[config.mk]
export PLATFORM = sky130hd
export DESIGN_NAME = gpio_bank
export DESIGN_NICKNAME = d
export VERILOG_FILES = /design/src/rtl/gpio_pkg.sv /design/src/rtl/gpio_sync.sv /design/src/rtl/gpio_alias_reg.sv /design/src/rtl/gpio_plain_reg.sv /design/src/rtl/gpio_evt_latch.sv /design/src/rtl/gpio_bank.sv
export SDC_FILE = /design/constraint.sdc
export NUM_CORES = 1
export LEC_CHECK = 0
export BUFFER_PORTS_ARGS = -buffer_cell sky130_fd_sc_hd__buf_2
export CORE_MARGIN = 4
export CORE_UTILIZATION = 40
export CTS_CLUSTER_DIAMETER = 30
export CTS_CLUSTER_SIZE = 14
export DETAILED_ROUTE_END_ITERATION = 7
export PLACE_DENSITY_LB_ADDON = 0.05
export SETUP_SLACK_MARGIN = 0.1
export SLEW_MARGIN = 20
export SYNTH_ARGS = -nofsm -noshare
export SYNTH_HDL_FRONTEND = slang
export SYNTH_SLANG_ARGS = --single-unit
[constraint.sdc]
create_clock -name clk -period 2.45 [get_ports clk]
set_input_delay 0.1225 -clock clk [delete_from_list [all_inputs] [get_ports clk]]
set_output_delay 0.1225 -clock clk [all_outputs]
set_load 0.01 [all_outputs]
[src/rtl/gpio_pkg.sv]
package gpio_pkg;
    localparam int NPINS  = 32;
    localparam int ADDR_W = 8;

    localparam logic [ADDR_W-1:0] OFS_DATA     = 8'h00;
    localparam logic [ADDR_W-1:0] OFS_DATA_SET = 8'h04;
    localparam logic [ADDR_W-1:0] OFS_DATA_CLR = 8'h08;
    localparam logic [ADDR_W-1:0] OFS_DIR      = 8'h10;
    localparam logic [ADDR_W-1:0] OFS_DIR_SET  = 8'h14;
    localparam logic [ADDR_W-1:0] OFS_DIR_CLR  = 8'h18;
    localparam logic [ADDR_W-1:0] OFS_SEL_A    = 8'h20;
    localparam logic [ADDR_W-1:0] OFS_SEL_B    = 8'h24;
    localparam logic [ADDR_W-1:0] OFS_RISE_EN  = 8'h40;
    localparam logic [ADDR_W-1:0] OFS_FALL_EN  = 8'h44;
    localparam logic [ADDR_W-1:0] OFS_EVT_STS  = 8'h48;
    localparam logic [ADDR_W-1:0] OFS_EVT_CLR  = 8'h4C;
    localparam logic [ADDR_W-1:0] OFS_WK_RISE  = 8'h50;
    localparam logic [ADDR_W-1:0] OFS_WK_FALL  = 8'h54;
    localparam logic [ADDR_W-1:0] OFS_WK_STS   = 8'h58;

    typedef enum logic [1:0] {
        PIN_FN_GPIO = 2'd0,
        PIN_FN_A    = 2'd1,
        PIN_FN_B    = 2'd2,
        PIN_FN_C    = 2'd3
    } pin_fn_e;
endpackage

[src/rtl/gpio_sync.sv]
module gpio_sync #(
    parameter int W = 32
) (
    input  logic         clk,
    input  logic         rst_n,
    input  logic [W-1:0] pad_i,
    output logic [W-1:0] level_o,
    output logic [W-1:0] rise_o,
    output logic [W-1:0] fall_o
);
    logic [W-1:0] meta_q;
    logic [W-1:0] lvl_q;
    logic [W-1:0] prev_q;

    always_ff @(posedge clk or negedge rst_n) begin
        if (!rst_n) begin
            meta_q <= '0;
            lvl_q  <= '0;
            prev_q <= '0;
        end else begin
            meta_q <= pad_i;
            lvl_q  <= meta_q;
            prev_q <= lvl_q;
        end
    end

    assign level_o = lvl_q;
    assign rise_o  = lvl_q & ~prev_q;
    assign fall_o  = ~lvl_q & prev_q;
endmodule

[src/rtl/gpio_alias_reg.sv]
module gpio_alias_reg #(
    parameter int W  = 32,
    parameter int AW = 8,
    parameter logic [AW-1:0] LOAD_ADDR = '0,
    parameter logic [AW-1:0] SET_ADDR  = '0,
    parameter logic [AW-1:0] CLR_ADDR  = '0
) (
    input  logic          clk,
    input  logic          rst_n,
    input  logic          wr_en,
    input  logic [AW-1:0] addr,
    input  logic [W-1:0]  wdata,
    output logic [W-1:0]  q
);
    logic [W-1:0] d;
    logic         hit_load, hit_set, hit_clr;

    assign hit_load = wr_en && (addr == LOAD_ADDR);
    assign hit_set  = wr_en && (addr == SET_ADDR);
    assign hit_clr  = wr_en && (addr == CLR_ADDR);

    always_comb begin
        d = q;
        if (hit_load)     d = wdata;
        else if (hit_set) d = q | wdata;
        else if (hit_clr) d = q & ~wdata;
    end

    always_ff @(posedge clk or negedge rst_n) begin
        if (!rst_n) q <= '0;
        else        q <= d;
    end

    // for the data instance, R3 for the direction instance
    assert_alias_set_R2: assert property (@(posedge clk) disable iff (!rst_n)
        (wr_en && addr == SET_ADDR) |=>
            ((q & $past(wdata)) == $past(wdata)) &&
            ((q & ~$past(wdata)) == ($past(q) & ~$past(wdata))));

    assert_alias_clr_R2: assert property (@(posedge clk) disable iff (!rst_n)
        (wr_en && addr == CLR_ADDR) |=>
            ((q & $past(wdata)) == '0) &&
            ((q & ~$past(wdata)) == ($past(q) & ~$past(wdata))));

    assert_alias_hold_R3: assert property (@(posedge clk) disable iff (!rst_n)
        !(wr_en && (addr == LOAD_ADDR || addr == SET_ADDR || addr == CLR_ADDR))
            |=> $stable(q));
endmodule

[src/rtl/gpio_plain_reg.sv]
module gpio_plain_reg #(
    parameter int W  = 32,
    parameter int AW = 8,
    parameter logic [AW-1:0] ADDR = '0
) (
    input  logic          clk,
    input  logic          rst_n,
    input  logic          wr_en,
    input  logic [AW-1:0] addr,
    input  logic [W-1:0]  wdata,
    output logic [W-1:0]  q
);
    always_ff @(posedge clk or negedge rst_n) begin
        if (!rst_n)                      q <= '0;
        else if (wr_en && addr == ADDR)  q <= wdata;
    end
endmodule

[src/rtl/gpio_evt_latch.sv]
module gpio_evt_latch #(
    parameter int W  = 32,
    parameter int AW = 8,
    parameter logic [AW-1:0] CLR_ADDR = '0
) (
    input  logic          clk,
    input  logic          rst_n,
    input  logic [W-1:0]  set_i,
    input  logic          wr_en,
    input  logic [AW-1:0] addr,
    input  logic [W-1:0]  wdata,
    output logic [W-1:0]  sts_o,
    output logic          any_o
);
    logic [W-1:0] clr;

    assign clr = (wr_en && addr == CLR_ADDR) ? wdata : '0;

    // a fresh event outranks a clear landing in the same cycle
    always_ff @(posedge clk or negedge rst_n) begin
        if (!rst_n) sts_o <= '0;
        else        sts_o <= (sts_o & ~clr) | set_i;
    end

    assign any_o = |sts_o;

    // R7 (interrupt instance) and R9 (wake instance): sticky until cleared
    assert_sticky_R7: assert property (@(posedge clk) disable iff (!rst_n)
        1'b1 |=> ((sts_o & $past(sts_o & ~clr)) == $past(sts_o & ~clr)));

    // a bit only rises when its event fired
    assert_set_cause_R6: assert property (@(posedge clk) disable iff (!rst_n)
        1'b1 |=> ((sts_o & ~$past(sts_o) & ~$past(set_i)) == '0));

    // an event wins over a simultaneous clear
    assert_evt_wins_R7: assert property (@(posedge clk) disable iff (!rst_n)
        1'b1 |=> ((sts_o & $past(set_i)) == $past(set_i)));
endmodule

[src/rtl/gpio_bank.sv]
module gpio_bank
    import gpio_pkg::*;
#(
    parameter int W  = NPINS,
    parameter int AW = ADDR_W
) (
    input  logic            clk,
    input  logic            rst_n,
    input  logic            bus_sel,
    input  logic            bus_we,
    input  logic [AW-1:0]   bus_addr,
    input  logic [W-1:0]    bus_wdata,
    output logic [W-1:0]    bus_rdata,
    input  logic [W-1:0]    pad_in,
    output logic [W-1:0]    pad_out,
    output logic [W-1:0]    pad_oe,
    output logic [2*W-1:0]  alt_mode,
    output logic            irq,
    output logic            wake
);
    localparam int FN_W = 2;

    logic          wr_en;
    logic [W-1:0]  lvl, rise, fall;
    logic [W-1:0]  data_q, dir_q, sel_a_q, sel_b_q;
    logic [W-1:0]  rise_en_q, fall_en_q, wk_rise_q, wk_fall_q;
    logic [W-1:0]  evt_set, wk_set, evt_sts, wk_sts;
    logic          evt_any, wk_any;

    assign wr_en = bus_sel && bus_we;

    gpio_sync #(.W(W)) u_sync (
        .clk(clk), .rst_n(rst_n), .pad_i(pad_in),
        .level_o(lvl), .rise_o(rise), .fall_o(fall)
    );

    gpio_alias_reg #(.W(W), .AW(AW), .LOAD_ADDR(OFS_DATA),
                     .SET_ADDR(OFS_DATA_SET), .CLR_ADDR(OFS_DATA_CLR)) u_data (
        .clk(clk), .rst_n(rst_n), .wr_en(wr_en), .addr(bus_addr),
        .wdata(bus_wdata), .q(data_q)
    );

    gpio_alias_reg #(.W(W), .AW(AW), .LOAD_ADDR(OFS_DIR),
                     .SET_ADDR(OFS_DIR_SET), .CLR_ADDR(OFS_DIR_CLR)) u_dir (
        .clk(clk), .rst_n(rst_n), .wr_en(wr_en), .addr(bus_addr),
        .wdata(bus_wdata), .q(dir_q)
    );

    gpio_plain_reg #(.W(W), .AW(AW), .ADDR(OFS_SEL_A)) u_sel_a (
        .clk(clk), .rst_n(rst_n), .wr_en(wr_en), .addr(bus_addr),
        .wdata(bus_wdata), .q(sel_a_q));
    gpio_plain_reg #(.W(W), .AW(AW), .ADDR(OFS_SEL_B)) u_sel_b (
        .clk(clk), .rst_n(rst_n), .wr_en(wr_en), .addr(bus_addr),
        .wdata(bus_wdata), .q(sel_b_q));
    gpio_plain_reg #(.W(W), .AW(AW), .ADDR(OFS_RISE_EN)) u_rise_en (
        .clk(clk), .rst_n(rst_n), .wr_en(wr_en), .addr(bus_addr),
        .wdata(bus_wdata), .q(rise_en_q));
    gpio_plain_reg #(.W(W), .AW(AW), .ADDR(OFS_FALL_EN)) u_fall_en (
        .clk(clk), .rst_n(rst_n), .wr_en(wr_en), .addr(bus_addr),
        .wdata(bus_wdata), .q(fall_en_q));
    gpio_plain_reg #(.W(W), .AW(AW), .ADDR(OFS_WK_RISE)) u_wk_rise (
        .clk(clk), .rst_n(rst_n), .wr_en(wr_en), .addr(bus_addr),
        .wdata(bus_wdata), .q(wk_rise_q));
    gpio_plain_reg #(.W(W), .AW(AW), .ADDR(OFS_WK_FALL)) u_wk_fall (
        .clk(clk), .rst_n(rst_n), .wr_en(wr_en), .addr(bus_addr),
        .wdata(bus_wdata), .q(wk_fall_q));

    assign evt_set = (rise & rise_en_q) | (fall & fall_en_q);
    assign wk_set  = (rise & wk_rise_q) | (fall & wk_fall_q);

    gpio_evt_latch #(.W(W), .AW(AW), .CLR_ADDR(OFS_EVT_CLR)) u_evt (
        .clk(clk), .rst_n(rst_n), .set_i(evt_set), .wr_en(wr_en),
        .addr(bus_addr), .wdata(bus_wdata), .sts_o(evt_sts), .any_o(evt_any)
    );

    gpio_evt_latch #(.W(W), .AW(AW), .CLR_ADDR(OFS_WK_STS)) u_wk (
        .clk(clk), .rst_n(rst_n), .set_i(wk_set), .wr_en(wr_en),
        .addr(bus_addr), .wdata(bus_wdata), .sts_o(wk_sts), .any_o(wk_any)
    );

    assign pad_out = data_q;
    assign pad_oe  = dir_q;
    assign irq     = evt_any;
    assign wake    = wk_any;

    for (genvar p = 0; p < W; p++) begin : g_fn
        pin_fn_e fn;
        assign fn = pin_fn_e'({sel_b_q[p], sel_a_q[p]});
        assign alt_mode[p*FN_W +: FN_W] = fn;
    end

    always_comb begin
        bus_rdata = '0;
        if (bus_sel && !bus_we) begin
            case (bus_addr)
                OFS_DATA:    bus_rdata = lvl;
                OFS_DIR:     bus_rdata = dir_q;
                OFS_SEL_A:   bus_rdata = sel_a_q;
                OFS_SEL_B:   bus_rdata = sel_b_q;
                OFS_RISE_EN: bus_rdata = rise_en_q;
                OFS_FALL_EN: bus_rdata = fall_en_q;
                OFS_EVT_STS: bus_rdata = evt_sts;
                OFS_WK_RISE: bus_rdata = wk_rise_q;
                OFS_WK_FALL: bus_rdata = wk_fall_q;
                OFS_WK_STS:  bus_rdata = wk_sts;
                default:     bus_rdata = '0;
            endcase
        end
    end

    // the interrupt only rises after an enabled edge
    assert_irq_cause_R8: assert property (@(posedge clk) disable iff (!rst_n)
        $rose(irq) |-> $past(|evt_set));

    // the wake request only rises after a masked-in edge
    assert_wake_cause_R9: assert property (@(posedge clk) disable iff (!rst_n)
        $rose(wake) |-> $past(|wk_set));
endmodule

Yosys cells after proc, flatten, opt, wreduce, memory -nomap -nowiden
Cells that the tools add are included.
Storage, ports and cells
  flip-flop bits (word level): 416
  latch bits: 0
  bits in writable memories: 0
  bits in read-only memories: 0
  word-level logic and storage cells: 80
  memories: 0
Operators by class
  add/sub/neg operators: 0
  multipliers: 0
  divide/modulo/power cells: 0
  magnitude comparators: 0
  equality and inequality tests: 14
  shift-type cells: 0
  mux-type cells: 10
  bitwise operators: 21
  reduce and logical (&&, ||, !) cells: 22
Operators by type and width (count)
  $and A32 B32 Y32: 10
  $pmux W32 S10: 1
  $mux W32: 9
  $or A32 B32 Y32: 6
  $not A32 Y32: 5
  $reduce_or A32 Y1: 2
  $eq A8 B7 Y1 const B: 7
  $eq A8 B5 Y1 const B: 3
  $eq A8 B6 Y1 const B: 2
  $logic_and A1 B1 Y1: 16
  $eq A8 B3 Y1 const B: 1
  $eq A8 B4 Y1 const B: 1
  $logic_not A8 Y1: 1
  $reduce_bool A3 Y1: 2
  $logic_not A1 Y1: 1

Depth between registers and ports, before layout
Gate-level depths: netlist (run 1).
  word-level depth: 6
  mapped depth: 7

Modules after synthesis
Synthesis (run 1) repeated with hierarchy kept, for this count alone.
Second synthesis, totals
  cells, all modules: 1714
  area, all modules: 21261.6 sq um
Modules (own cells, without submodules)
  gpio_bank: times used 1, cells an instance 541, area each 3895.0 sq um, sequential area each 0.0 sq um
  gpio_sync: times used 1, cells an instance 160, area each 2962.8 sq um, sequential area each 2402.3 sq um
  gpio_plain_reg at u_fall_en ...: times used 2, cells an instance 71, area each 1367.6 sq um, sequential area each 800.8 sq um
  gpio_alias_reg at u_dir: times used 1, cells an instance 146, area each 1604.0 sq um, sequential area each 800.8 sq um
  gpio_alias_reg at u_data: times used 1, cells an instance 145, area each 1581.5 sq um, sequential area each 800.8 sq um
  gpio_evt_latch at u_wk: times used 1, cells an instance 149, area each 1559.0 sq um, sequential area each 800.8 sq um
  gpio_evt_latch at u_evt: times used 1, cells an instance 149, area each 1520.2 sq um, sequential area each 800.8 sq um
  gpio_plain_reg at u_wk_fall: times used 1, cells an instance 71, area each 1365.1 sq um, sequential area each 800.8 sq um
  gpio_plain_reg at u_sel_a: times used 1, cells an instance 70, area each 1360.1 sq um, sequential area each 800.8 sq um
  gpio_plain_reg at u_sel_b: times used 1, cells an instance 70, area each 1340.0 sq um, sequential area each 800.8 sq um
  gpio_plain_reg at u_rise_en: times used 1, cells an instance 71, area each 1338.8 sq um, sequential area each 800.8 sq um

Worst setup path before layout (run 1)
No wires, ideal clock.
  kind: input -> output
  start point: in bus_addr[4]
  end point: out bus_rdata[29]
  data arrival time: 1.778 ns
  slack: 0.549 ns
  cell stages on the path: 7
  path buffers: 3
  cell sequence: buf_2 or4b_1 clkbuf_1 clkbuf_1 o22ai_1 a222oi_1 a211oi_1
On the way
  cells in the longest elaborated chain, start to end: 3
  elaborated cells on any way between the ends: 12
  classes of those cells: eq/ne: 9; mux: 2; reduce/logical: 1
Ends and longest elaborated chain
  start, declared: line gpio_bank.sv:11  | input logic [AW-1:0] bus_addr,
  $eq A8 B7 Y1, or another cell as far along: line gpio_bank.sv:95  | case (bus_addr)
  $pmux W32 S10 (*): line gpio_bank.sv:95
  $mux W32 (*): line gpio_bank.sv:94  | if (bus_sel && !bus_we) begin
  end, declared: line gpio_bank.sv:13  | output logic [W-1:0] bus_rdata,
Mark *: on every way between the ends. The rest lies on a longest branch, timed or not.

Worst setup path in the final report (run 1)
  start point: reg u_evt.sts_o[2]
  end point: out irq
On the way
  cells in the longest elaborated chain, start to end: 1
Ends and longest elaborated chain
  start, declared: line gpio_evt_latch.sv:12  | output logic [W-1:0] sts_o,
  start signal, assigned: line gpio_evt_latch.sv:22  | else sts_o <= (sts_o & ~clr) | set_i;
  $reduce_or A32 Y1: line gpio_evt_latch.sv:25  | assign any_o = |sts_o;
  end, declared: line gpio_bank.sv:18  | output logic irq,
Every way passes these cells.

==> results.md, run 1 <==
- CTS Root Cell: clkbuf_16
- Ys flop type: dfrtp_1
- WP data required: 2330 ps
- Endpoints failing hold: 0
- Switching power: 5.651 mW
- Leak: 12.35 nW
- H-tree depth: 3
- Max IR drop VDD: 0.0005016 V
- CP max stage delay: 440 ps
- Hpwl dp: 42,570 microns
- Reg clk slew, reported paths: 40 ps
- Syn Area/Cell: 11.39 sq um
- Final Max Slew Viols: 0
- Layout area overhead: 35.78%
- Slew margin rel.: 58.78%
- TritonCTS Buffers: 107
- Critical Path Sink Type: primary output
- WP data arrival: 2200 ps
- RSZ-0062 raised after global routing: yes
- Clock latency on the worst-skew pair: 630 ps
- Pint: 18.19 mW
- Final critical-path share of the clock period: 94.79%
- Largest net degree at the start of global routing: 77
- Layout Nets: 2,108
- Yosys cell types: 45
- Commonest non-fill, non-tap cell in the layout: dfrtp_1
- Crit-path slowest cell: dfrtp_1
- Final hold slack: 22.41 ps
- Final antenna-violating net count: 0
- Bufs and invs on worst path: 1
- Critical-path maximum fanout: 3
- EDFF count, synth: 0
- Max Cap Viol: 0
- Sum Neg Setup Slack: 0 ps
- Flop and latch count out of synthesis: 416
- Critical path's top delay family: simple AND/OR/NAND/NOR gates
- Pre-antenna DRT Iters: 5
- Total GRT Usage: 25.96%
- Max Clk Rate: 0.4306 GHz
- Seq/Total Area, Yosys: 54.58%
- Worst path depth: 4
- Combinational share of power: 7.4%
- Cell Chain, Critical Path: nor4_4 -> nand4_1 -> or2_4 -> buf_2
- Pwr Density: 920.5 nW/um^2
- Final setup viols: 0
- DRT iter0 DRCs: 1,023
- Status: finished, final reports clean
- I/O Buffers: 237
- Pre-CTS WS: 192.3 ps
- Clock Sink Count: 416
- Die height: 226.4 microns
- DR WL/cell: 24.56 microns
- Worst Clk Skew: 16.81 ps
- Share of cells above drive strength 1: 35.36%
- Largest family of logic cells by synthesized area: multiplexers
- Adder-cell share of the synthesized area: 0%
- Drt drc: 0
- Synth Area in XOR/XNOR: 0.04592%
- Synthesized Nets: 1,750
- Mapped Cells: 1,674
- Reg2Reg Depth: 2
- Ys async rst share: 100.0%
- First-pass GRT wire length: 100,400 microns
- Vias/cell: 5.631
- Post-Layout Inst Area: 25,900 sq um
- Net Sw Frac: 23.70%
- Part of the power in registers: 33.6%
- Max Root-Sink Buffers: 3
- Post-Syn Area: 19,070 sq um
- Die width: 226.4 microns
- Finished Layout Cells: 2,726
- Std-Cell Rows: 79
- Initial antenna violation count: 1
- Most frequent cells in the layout: dfrtp_1 (415), nand2_1 (249), buf_2 (233)
- DP Area: 21,420 sq um
- Compound-cell area share of the yosys netlist: 11.85%
- Worst Max-Slew Pin Slew: 618.2 ps
- Initial core utilization: 40.71%
- Vias in the first global route: 16.07k
- Tmin final: 2322 ps
- Hold crit path type: input port to asynchronous set/reset pin
- Yosys warns: 0
- Final worst slack: 127.7 ps
- Simple-Gate Fraction of Synth Area: 13.84%
- DIE AREA: 51,240 sq um
- Placed instance count: 2,462
- CP Class: register to primary output
- CP Launch Type: register
- Remaining global-route overflow: 0
- DR vias: 15.35k
- Clock power frac: 59.0%
- Top Ports: 238
- Final wirelength: 66,950 microns
- CTS tree: built
- Post-synthesis mux area share: 16.35%
- GPL Wtd Cong: 0.8192
- Core area: 46,850 sq um
## power by group through the flow
stage          Clock (mW)  Sequential (mW)  Combinational, mW
2_1_floorplan           0             7.85              0.918
3_3_place_gp            0             8.06               1.62
3_5_place_dp            0             8.06               1.64
4_1_cts              14.3             8.01               1.78
5_1_grt              14.6             8.07               1.91
6_report             14.1             8.02               1.76
## synthesized netlist by cell type (3+ instances only)
library cell	instances	area (sq um)
dfrtp_1	416	10410
nand2_1	249	934.7
mux2_2	210	2365
nor2_1	94	352.8
clkbuf_1	91	341.6
o21ai_0	84	420.4
a221o_1	64	640.6
mux2i_1	64	640.6
a211oi_1	51	382.9
nand3b_1	36	270.3
o2bb2ai_1	36	315.3
nor2b_1	32	200.2
nor3b_1	32	240.2
and3_1	31	193.9
buf_2	29	145.1
a221oi_1	19	166.4
nor4_1	19	118.9
o22ai_1	14	87.58
a222oi_1	13	130.1
mux2_1	10	112.6
o21ai_1	10	50.05
buf_4	9	67.56
buf_1	7	26.28
and3b_1	6	52.55
nor3_2	6	60.06
or4b_1	5	50.05
buf_6	4	45.04
nand4_1	4	25.02
o41ai_1	4	35.03
inv_1	3	11.26
or3_1	3	18.77
## repair_timing
item,in CTS,in global routing
buffers inserted,3,0
resized for setup,15,6
cloned,0,0
pin swaps,5,3
setup endpoints to repair,3,7
hold buffers,65,0
endpoints found under the hold margin,768,0
## cell families after synthesis
group | count (synthesis)
simple gates | 531
flops | 416
compound gates | 299
mux | 284
buf+inv | 143
xor+xnor | 1
## stage by stage
stage	total power [mW]	util, %
6_report	23.84	55.28
5_1_grt	24.63	55.27
4_1_cts	24.06	55.20
3_5_place_dp	9.696	45.71
3_3_place_gp	9.674	45.71
2_1_floorplan	8.770	-
## layer usage
metal	up-vias	share of wire [%]	GRT usage [%]
li1	6874	-	-
met3	122	5.8	5.166
met1	7821	44	35.49
met4	0	2.6	8.641
met2	532	47	41.77
met5	-	0	0
## worst register-to-register path, cell delays in order (launching register included)
cell     delay, ps
dfrtp_1        500
nor2b_1        110
a221o_1        350
## path summary, 6_finish.rpt
path,slack (ps),startpoint,endpoint
worst max-delay path,130,u_evt.sts_o[2]$_DFF_PN0_,irq
worst min-delay path,20,rst_n,asynchronous set/reset pin
worst max register to register,1370,u_sync.level_o[20]$_DFF_PN0_,u_evt.sts_o[20]$_DFF_PN0_
worst min register to register,340,u_sync.meta_q[17]$_DFF_PN0_,u_sync.level_o[17]$_DFF_PN0_
max in group asynchronous,1510,rst_n,asynchronous set/reset pin
min in group clk,130,pad_in[2],u_sync.meta_q[2]$_DFF_PN0_
## layout make-up
type,count,area (sq um)
Tap cell,607,759.5
Clock buffer,148,3115
Sequential cell,416,10410
Antenna cell,1,2.502
Fill cell,4032,20950
Timing Repair Buffer,389,2781
Inverter,3,11.26
Clock inverter,47,566.8
Multi-Input combinational cell,1115,8250
(Power assumes the default switching activity.)
==> run 2, diff against run 1 <==
- SLEW_MARGIN: 20 -> default
- clock period: 2.45 -> 2.3 ns (I/O delays scaled with it)
==> run 2 against run 1 <==
  * Flip-flop and latch count is the same
  * Largest power group unchanged
  * Power grew 11%
  * Clock power grew 12%
  * Utilization grew 1.6 points
  * Hold slack gained 18 ps
  * Wire length grew 0.60%
==> results.md, run 2 (synthesis results as in run 1) <==
- DIE AREA: 51,240 sq um (unchanged)
- Vias in the first global route: 16.29k (+1.4%)
- Die width: 226.4 microns (unchanged)
- Critical path's top delay family: simple AND/OR/NAND/NOR gates
- Status: finished, final reports clean
- Placed instance count: 2,473 (+0.45%)
- Final antenna-violating net count: 0 (unchanged)
- Bufs and invs on worst path: 2 (+1)
- Vias/cell: 5.663 (+0.58%)
- Final setup viols: 0 (unchanged)
- RSZ-0062 raised after global routing: yes
- Layout Nets: 2,138 (+1.4%)
- Clock Sink Count: 416 (unchanged)
- Crit-path slowest cell: dfrtp_1
- Core area: 46,850 sq um (unchanged)
- Multi-input gate area: 8502 sq um (+3.0%)
- GPL Wtd Cong: 0.8324 (+1.6%)
- Max IR drop VDD: 0.0006859 V (+37%)
- DR vias: 15.64k (+1.9%)
- Max Root-Sink Buffers: 3 (unchanged)
- Tmin final: 2271 ps
- Drt drc: 0 (unchanged)
- Total GRT Usage: 26.04% (+0.083 points)
- CP Launch Type: register
- Top Ports: 238 (unchanged)
- Most frequent cells in the layout: dfrtp_1 (409), nand2_1 (249), buf_2 (230)
- Pre-antenna DRT Iters: 5 (unchanged)
- CTS Root Cell: clkbuf_16
- Slew margin rel.: 50.02% (-8.8 points)
- Share of cells above drive strength 1: 39.28% (+3.9 points)
- Cell Chain, Critical Path: nor4_2 -> buf_4 -> nand4_1 -> or2_4 -> buf_6
- Remaining global-route overflow: 0 (unchanged)
- TritonCTS Buffers: 107 (unchanged)
- CP Class: register to primary output
- H-tree depth: 3 (unchanged)
- Die height: 226.4 microns (unchanged)
- WP data required: 2180 ps (-150 ps)
- Initial core utilization: 40.71% (unchanged)
- First-pass GRT wire length: 100,800 microns (+0.40%)
- Antenna cells: 0 (-1)
- Hpwl dp: 43,120 microns (+1.3%)
- DRT iter0 DRCs: 1,177 (+15%)
- Initial antenna violation count: 2 (+1)
- Worst Clk Skew: 18.77 ps (+1.961 ps)
- Largest net degree at the start of global routing: 67 (-13%)
- Commonest non-fill, non-tap cell in the layout: dfrtp_1
- Std-Cell Rows: 79 (unchanged)
- Worst path depth: 5 (+1)
- Layout area overhead: 39.61%
- Finished Layout Cells: 2,761 (+1.3%)
- WP data arrival: 2160 ps (-40 ps)
- Final wirelength: 67,350 microns (+0.60%)
- Max Clk Rate: 0.4404 GHz
- Leak: 12.64 nW (+2.3%)
- Worst Max-Slew Pin Slew: 745.3 ps (+127.0 ps)
- Reg clk slew, reported paths: 50 ps (about the same)
- Final Max Slew Viols: 0 (unchanged)
- Clock latency on the worst-skew pair: 630 ps (about the same)
- Endpoints failing hold: 0 (unchanged)
- CTS tree: built
- Max Cap Viol: 0 (unchanged)
- Hold crit path type: input port to asynchronous set/reset pin
- Reg area: 10,420 sq um (about the same)
- Layout Utilization: 56.84% (+1.6 points)
- Pwr Density: 990.1 nW/um^2 (+7.6%)
- Reg2Reg Depth: 3 (+1)
- FILL cells: 3,984 (-1.2%)
- CP max stage delay: 420 ps (-20 ps)
- Final critical-path share of the clock period: 98.73%
- Critical-path maximum fanout: 3 (unchanged)
- Critical Path Sink Type: primary output
- DR WL/cell: 24.39 microns (-0.68%)
- I/O Buffers: 237 (unchanged)
run 2: cell count changes in the layout (fill, tap and decap cells not counted), moves of 8 or more:
cell      previous run  this run
a211oi_2             2        25
buf_6                1         9
a211oi_1            49        26
clkbuf_1            16         8
a221oi_2             2        17
a221oi_1            16         1
buf_4               68        91
run 2: worst paths after layout:
| check | startpoint | to | slack (ps) |
|---|---|---|---|
| max in group asynchronous | rst_n | u_sel_b.q[30]$_DFFE_PN0P_ | 1350 |
| worst max register to register | u_wk.sts_o[9]$_DFF_PN0_ | u_wk.sts_o[9]$_DFF_PN0_ | 1200 |
| worst min register to register | u_sync.meta_q[14]$_DFF_PN0_ | u_sync.level_o[14]$_DFF_PN0_ | 340 |
| worst min-delay path | rst_n | u_sync.meta_q[7]$_DFF_PN0_ | 40 |
| worst max-delay path | u_evt.sts_o[13]$_DFF_PN0_ | irq | 30 |
| min in group clk | pad_in[8] | u_sync.meta_q[8]$_DFF_PN0_ | 120 |
run 2: where the power goes:
part	total [mW]	internal, mW	switching (mW)
logic	2.03	1.02	1.01
registers	8.53	7.91	0.620
clock network	15.8	11.2	4.64
total	26.4	20.1	6.27
run 2: metrics by stage:
step           cell area [sq um]  setup TNS [ps]  total power, mW  hold slack [ps]  worst slack, ps
5_1_grt                    26630          -220.3            27.22            75.02           -82.98
6_report                   26630               0            26.37            40.90            29.24
2_1_floorplan              19070               0            9.342           -180.6            409.1
3_3_place_gp               21530               0            10.35            136.3            81.45
4_1_cts                    26270               0            26.53            64.95            1.852
3_5_place_dp               21530          -11.27            10.38            141.3           -11.27
run 2: metal layers:
layer | track usage, % | share of wire [%]
met5 | 0 | 0
met2 | 41.53 | 47
met4 | 9.328 | 2.6
met1 | 35.43 | 44
met3 | 5.528 | 6.5
run 2: timing repair:
| item | CTS | global route |
|---|---|---|
| endpoints found under the hold margin | 660 | 0 |
| setup buffers | 11 | 11 |
| endpoints found under the setup margin | 24 | 30 |
| hold buffers | 65 | 0 |
| pin swaps | 16 | 29 |
| resized for setup | 25 | 58 |
run 2: area by class of cell:
class	count	area share, %
well taps	607	2.852
repair buffers	419	11.50
flip-flops and latches	416	39.12
clock inverters	66	3.317
clock buffers	135	11.24
inverters	3	0.04229
multi-input cells	1115	31.93
==> run 3, diff against run 2 <==
- RECOVER_POWER: default -> 50
- TNS_END_PERCENT: default -> 30
==> run 3 against run 2 <==
  * The run now ends with max-capacitance violations, max-slew violations left
  * Register-to-register slack worse by 70 ps
  * Count of clock-buffer cells in the layout stayed put
  * Combinational power hardly changed
  * Critical path type unchanged
  * Critical endpoint is now wake
  * Largest cell class unchanged
==> results.md, run 3 (synthesis results as in run 1) <==
- Max Clk Rate: 0.4367 GHz (-0.83%)
- Switching power: 6.266 mW (about the same)
- Critical-path maximum fanout: 2 (-1)
- Final setup viols: 0 (unchanged)
- Net Sw Frac: 23.79% (about the same)
- Most frequent cells in the layout: dfrtp_1 (413), nand2_1 (249), buf_2 (228)
- Die height: 226.4 microns (unchanged)
- Core area: 46,850 sq um (unchanged)
- DR WL/cell: 24.36 microns (-0.12%)
- Failing checks: max-capacitance violations, max-slew violations
- Critical Path Sink Type: primary output
- Clock latency on the worst-skew pair: 630 ps (about the same)
- Hold crit path type: input port to register
- Reg2Reg Depth: 3 (unchanged)
- Combinational share of power: 7.6% (about the same)
- Sum Neg Setup Slack: 0 ps (unchanged)
- WP data arrival: 2170 ps (about the same)
- Final antenna-violating net count: 0 (unchanged)
- Std-Cell Rows: 79 (unchanged)
- DIE AREA: 51,240 sq um (unchanged)
- Remaining global-route overflow: 0 (unchanged)
- Antenna cells: 0 (unchanged)
- Slew margin rel.: -39.72% (-90 points)
- Clock Sink Count: 416 (unchanged)
- Initial antenna violation count: 2 (unchanged)
- Commonest non-fill, non-tap cell in the layout: dfrtp_1
- CTS Root Cell: clkbuf_16
- Total GRT Usage: 26.01% (-0.031 points)
- Worst Clk Skew: 19.23 ps (+0.4569 ps)
- Worst r2r dst: u_wk.sts_o[26]$_DFF_PN0_
- Grt met2 use: 41.40% (-0.13 points)
- Reg clk slew, reported paths: 40 ps (about the same)
- Largest net degree at the start of global routing: 67 (unchanged)
- Pre-antenna DRT Iters: 6 (+1)
- Hold Path Origin: pad_in[8]
- Pwr Density: 995.3 nW/um^2 (+0.53%)
- CTS tree: built
- Final Max Slew Viols: 63 (+63)
- Reg2reg start: u_sync.level_o[26]$_DFF_PN0_
- Die width: 226.4 microns (unchanged)
- Share of cells above drive strength 1: 38.13% (-1.1 points)
- DRT iter0 DRCs: 1,099 (-6.6%)
- Initial core utilization: 40.71% (unchanged)
- Drt drc: 0 (unchanged)
- Vias/cell: 5.657 (-0.10%)
- Layout area overhead: 38.75%
- Worst R2R Setup Slack: 1130 ps (-70 ps)
- Endpoints failing hold: 0 (unchanged)
- RSZ-0062 raised after global routing: yes
- Leak: 12.58 nW (-0.46%)
- DR vias: 15.59k (-0.32%)
- First-pass GRT wire length: 100,700 microns (-0.10%)
- Pint: 20.08 mW (-0.11%)
- WP data required: 2180 ps (about the same)
- Part of the power in registers: 32.4% (about the same)
- Layout Nets: 2,132 (-0.28%)
- TritonCTS Buffers: 107 (unchanged)
- H-tree depth: 3 (unchanged)
- CP Launch Type: register
- Worst Hold End: u_sync.meta_q[8]$_DFF_PN0_
- GPL Wtd Cong: 0.8324 (unchanged)
- Clock power frac: 60.0% (about the same)
- Max Root-Sink Buffers: 3 (unchanged)
- Status: finished with violations
- Layout Utilization: 56.49% (-0.35 points)
- Worst hold stages: 2
- CP Class: register to primary output
- M1 GR Usage: 35.45% (about the same)
- Top Ports: 238 (unchanged)
- Max Cap Viol: 1 (+1)
- Worst Max-Slew Pin Slew: 2096 ps (+1351 ps)
- FILL cells: 4,000 (+0.40%)
- I/O Buffers: 237 (unchanged)
- Tmin final: 2290 ps (+19.10 ps)
- Final critical-path share of the clock period: 99.56% (+0.83 points)
- Final wirelength: 67,120 microns (-0.34%)
- Max IR drop VDD: 0.0006837 V (-0.33%)
- Hpwl dp: 43,120 microns (unchanged)
- Gr busiest metal: met2
- Final hold slack: 118.7 ps (+77.76 ps)
- Vias in the first global route: 16.28k (-0.037%)
- GR Util met3: 5.658% (+0.13 points)
run 3: cell types whose count changed in the layout (fill, tap and decap cells not counted), sizes merged:
cell / delta
buf: -16
clkbuf: +10
run 3: worst max-delay path: stages (launching register included):
cell and delay (ps):
dfrtp_1 420, nor4_4 290, buf_4 150, nand4_1 220, or2_4 340, buf_6 130
run 3: power groups by stage:
stage / clock network, mW / registers, mW / logic (mW)
2_1_floorplan: 0 / 8.36 / 0.977
3_3_place_gp: 0 / 8.57 / 1.77
3_5_place_dp: 0 / 8.58 / 1.80
4_1_cts: 16.0 / 8.52 / 1.98
5_1_grt: 16.4 / 8.58 / 2.17
6_report: 15.8 / 8.53 / 2.00
run 3: stage by stage:
stage,worst slack [ps],area [sq um],power (mW),cells
after floorplan,409.1,19070,9.342,1674
after global placement,81.45,21530,10.35,2473
after detailed placement,-11.27,21530,10.38,2473
after CTS,1.852,26210,26.52,2748
after global routing,-82.98,26470,27.19,2755
final,10.14,26470,26.34,2755
run 3: how the worst max path moves through the flow:
| stage | from | end | slack [ps] |
|---|---|---|---|
| final | u_wk.sts_o[7]$_DFF_PN0_ | wake | 10 |
| after CTS | u_wk.sts_o[31]$_DFF_PN0_ | wake | 2 |
| after global routing | u_wk.sts_o[29]$_DFF_PN0_ | wake | -80 |
| after global placement | bus_addr[3] | bus_rdata[14] | 80 |
| after detailed placement | bus_addr[1] | bus_rdata[14] | -10 |
| after floorplan | bus_addr[4] | u_rise_en.q[10]$_DFFE_PN0P_ | 410 |
run 3: routing by layer:
layer  vias up  part of all wire [%]
met3       129                   6.0
met4         0                   2.8
met5         -                     0
li1       6928                     -
met2       538                    47
met1      7991                    44
run 3: final cells by class:
class	instances	area [sq um]	share of cell area [%]
multi-input cells	1115	8437	31.88
flip-flops and latches	416	10410	39.35
repair buffers	413	2968	11.21
clock buffers	135	2994	11.31
clock inverters	66	883.3	3.338
well taps	607	759.5	2.870
inverters	3	11.26	0.04255
run 3: timing repair:
item,in CTS,in global routing
pin swaps,12,22
endpoints found under the hold margin,660,0
resized for setup,17,51
hold buffers,65,0
setup buffers,9,7
setup endpoints to repair,24,31
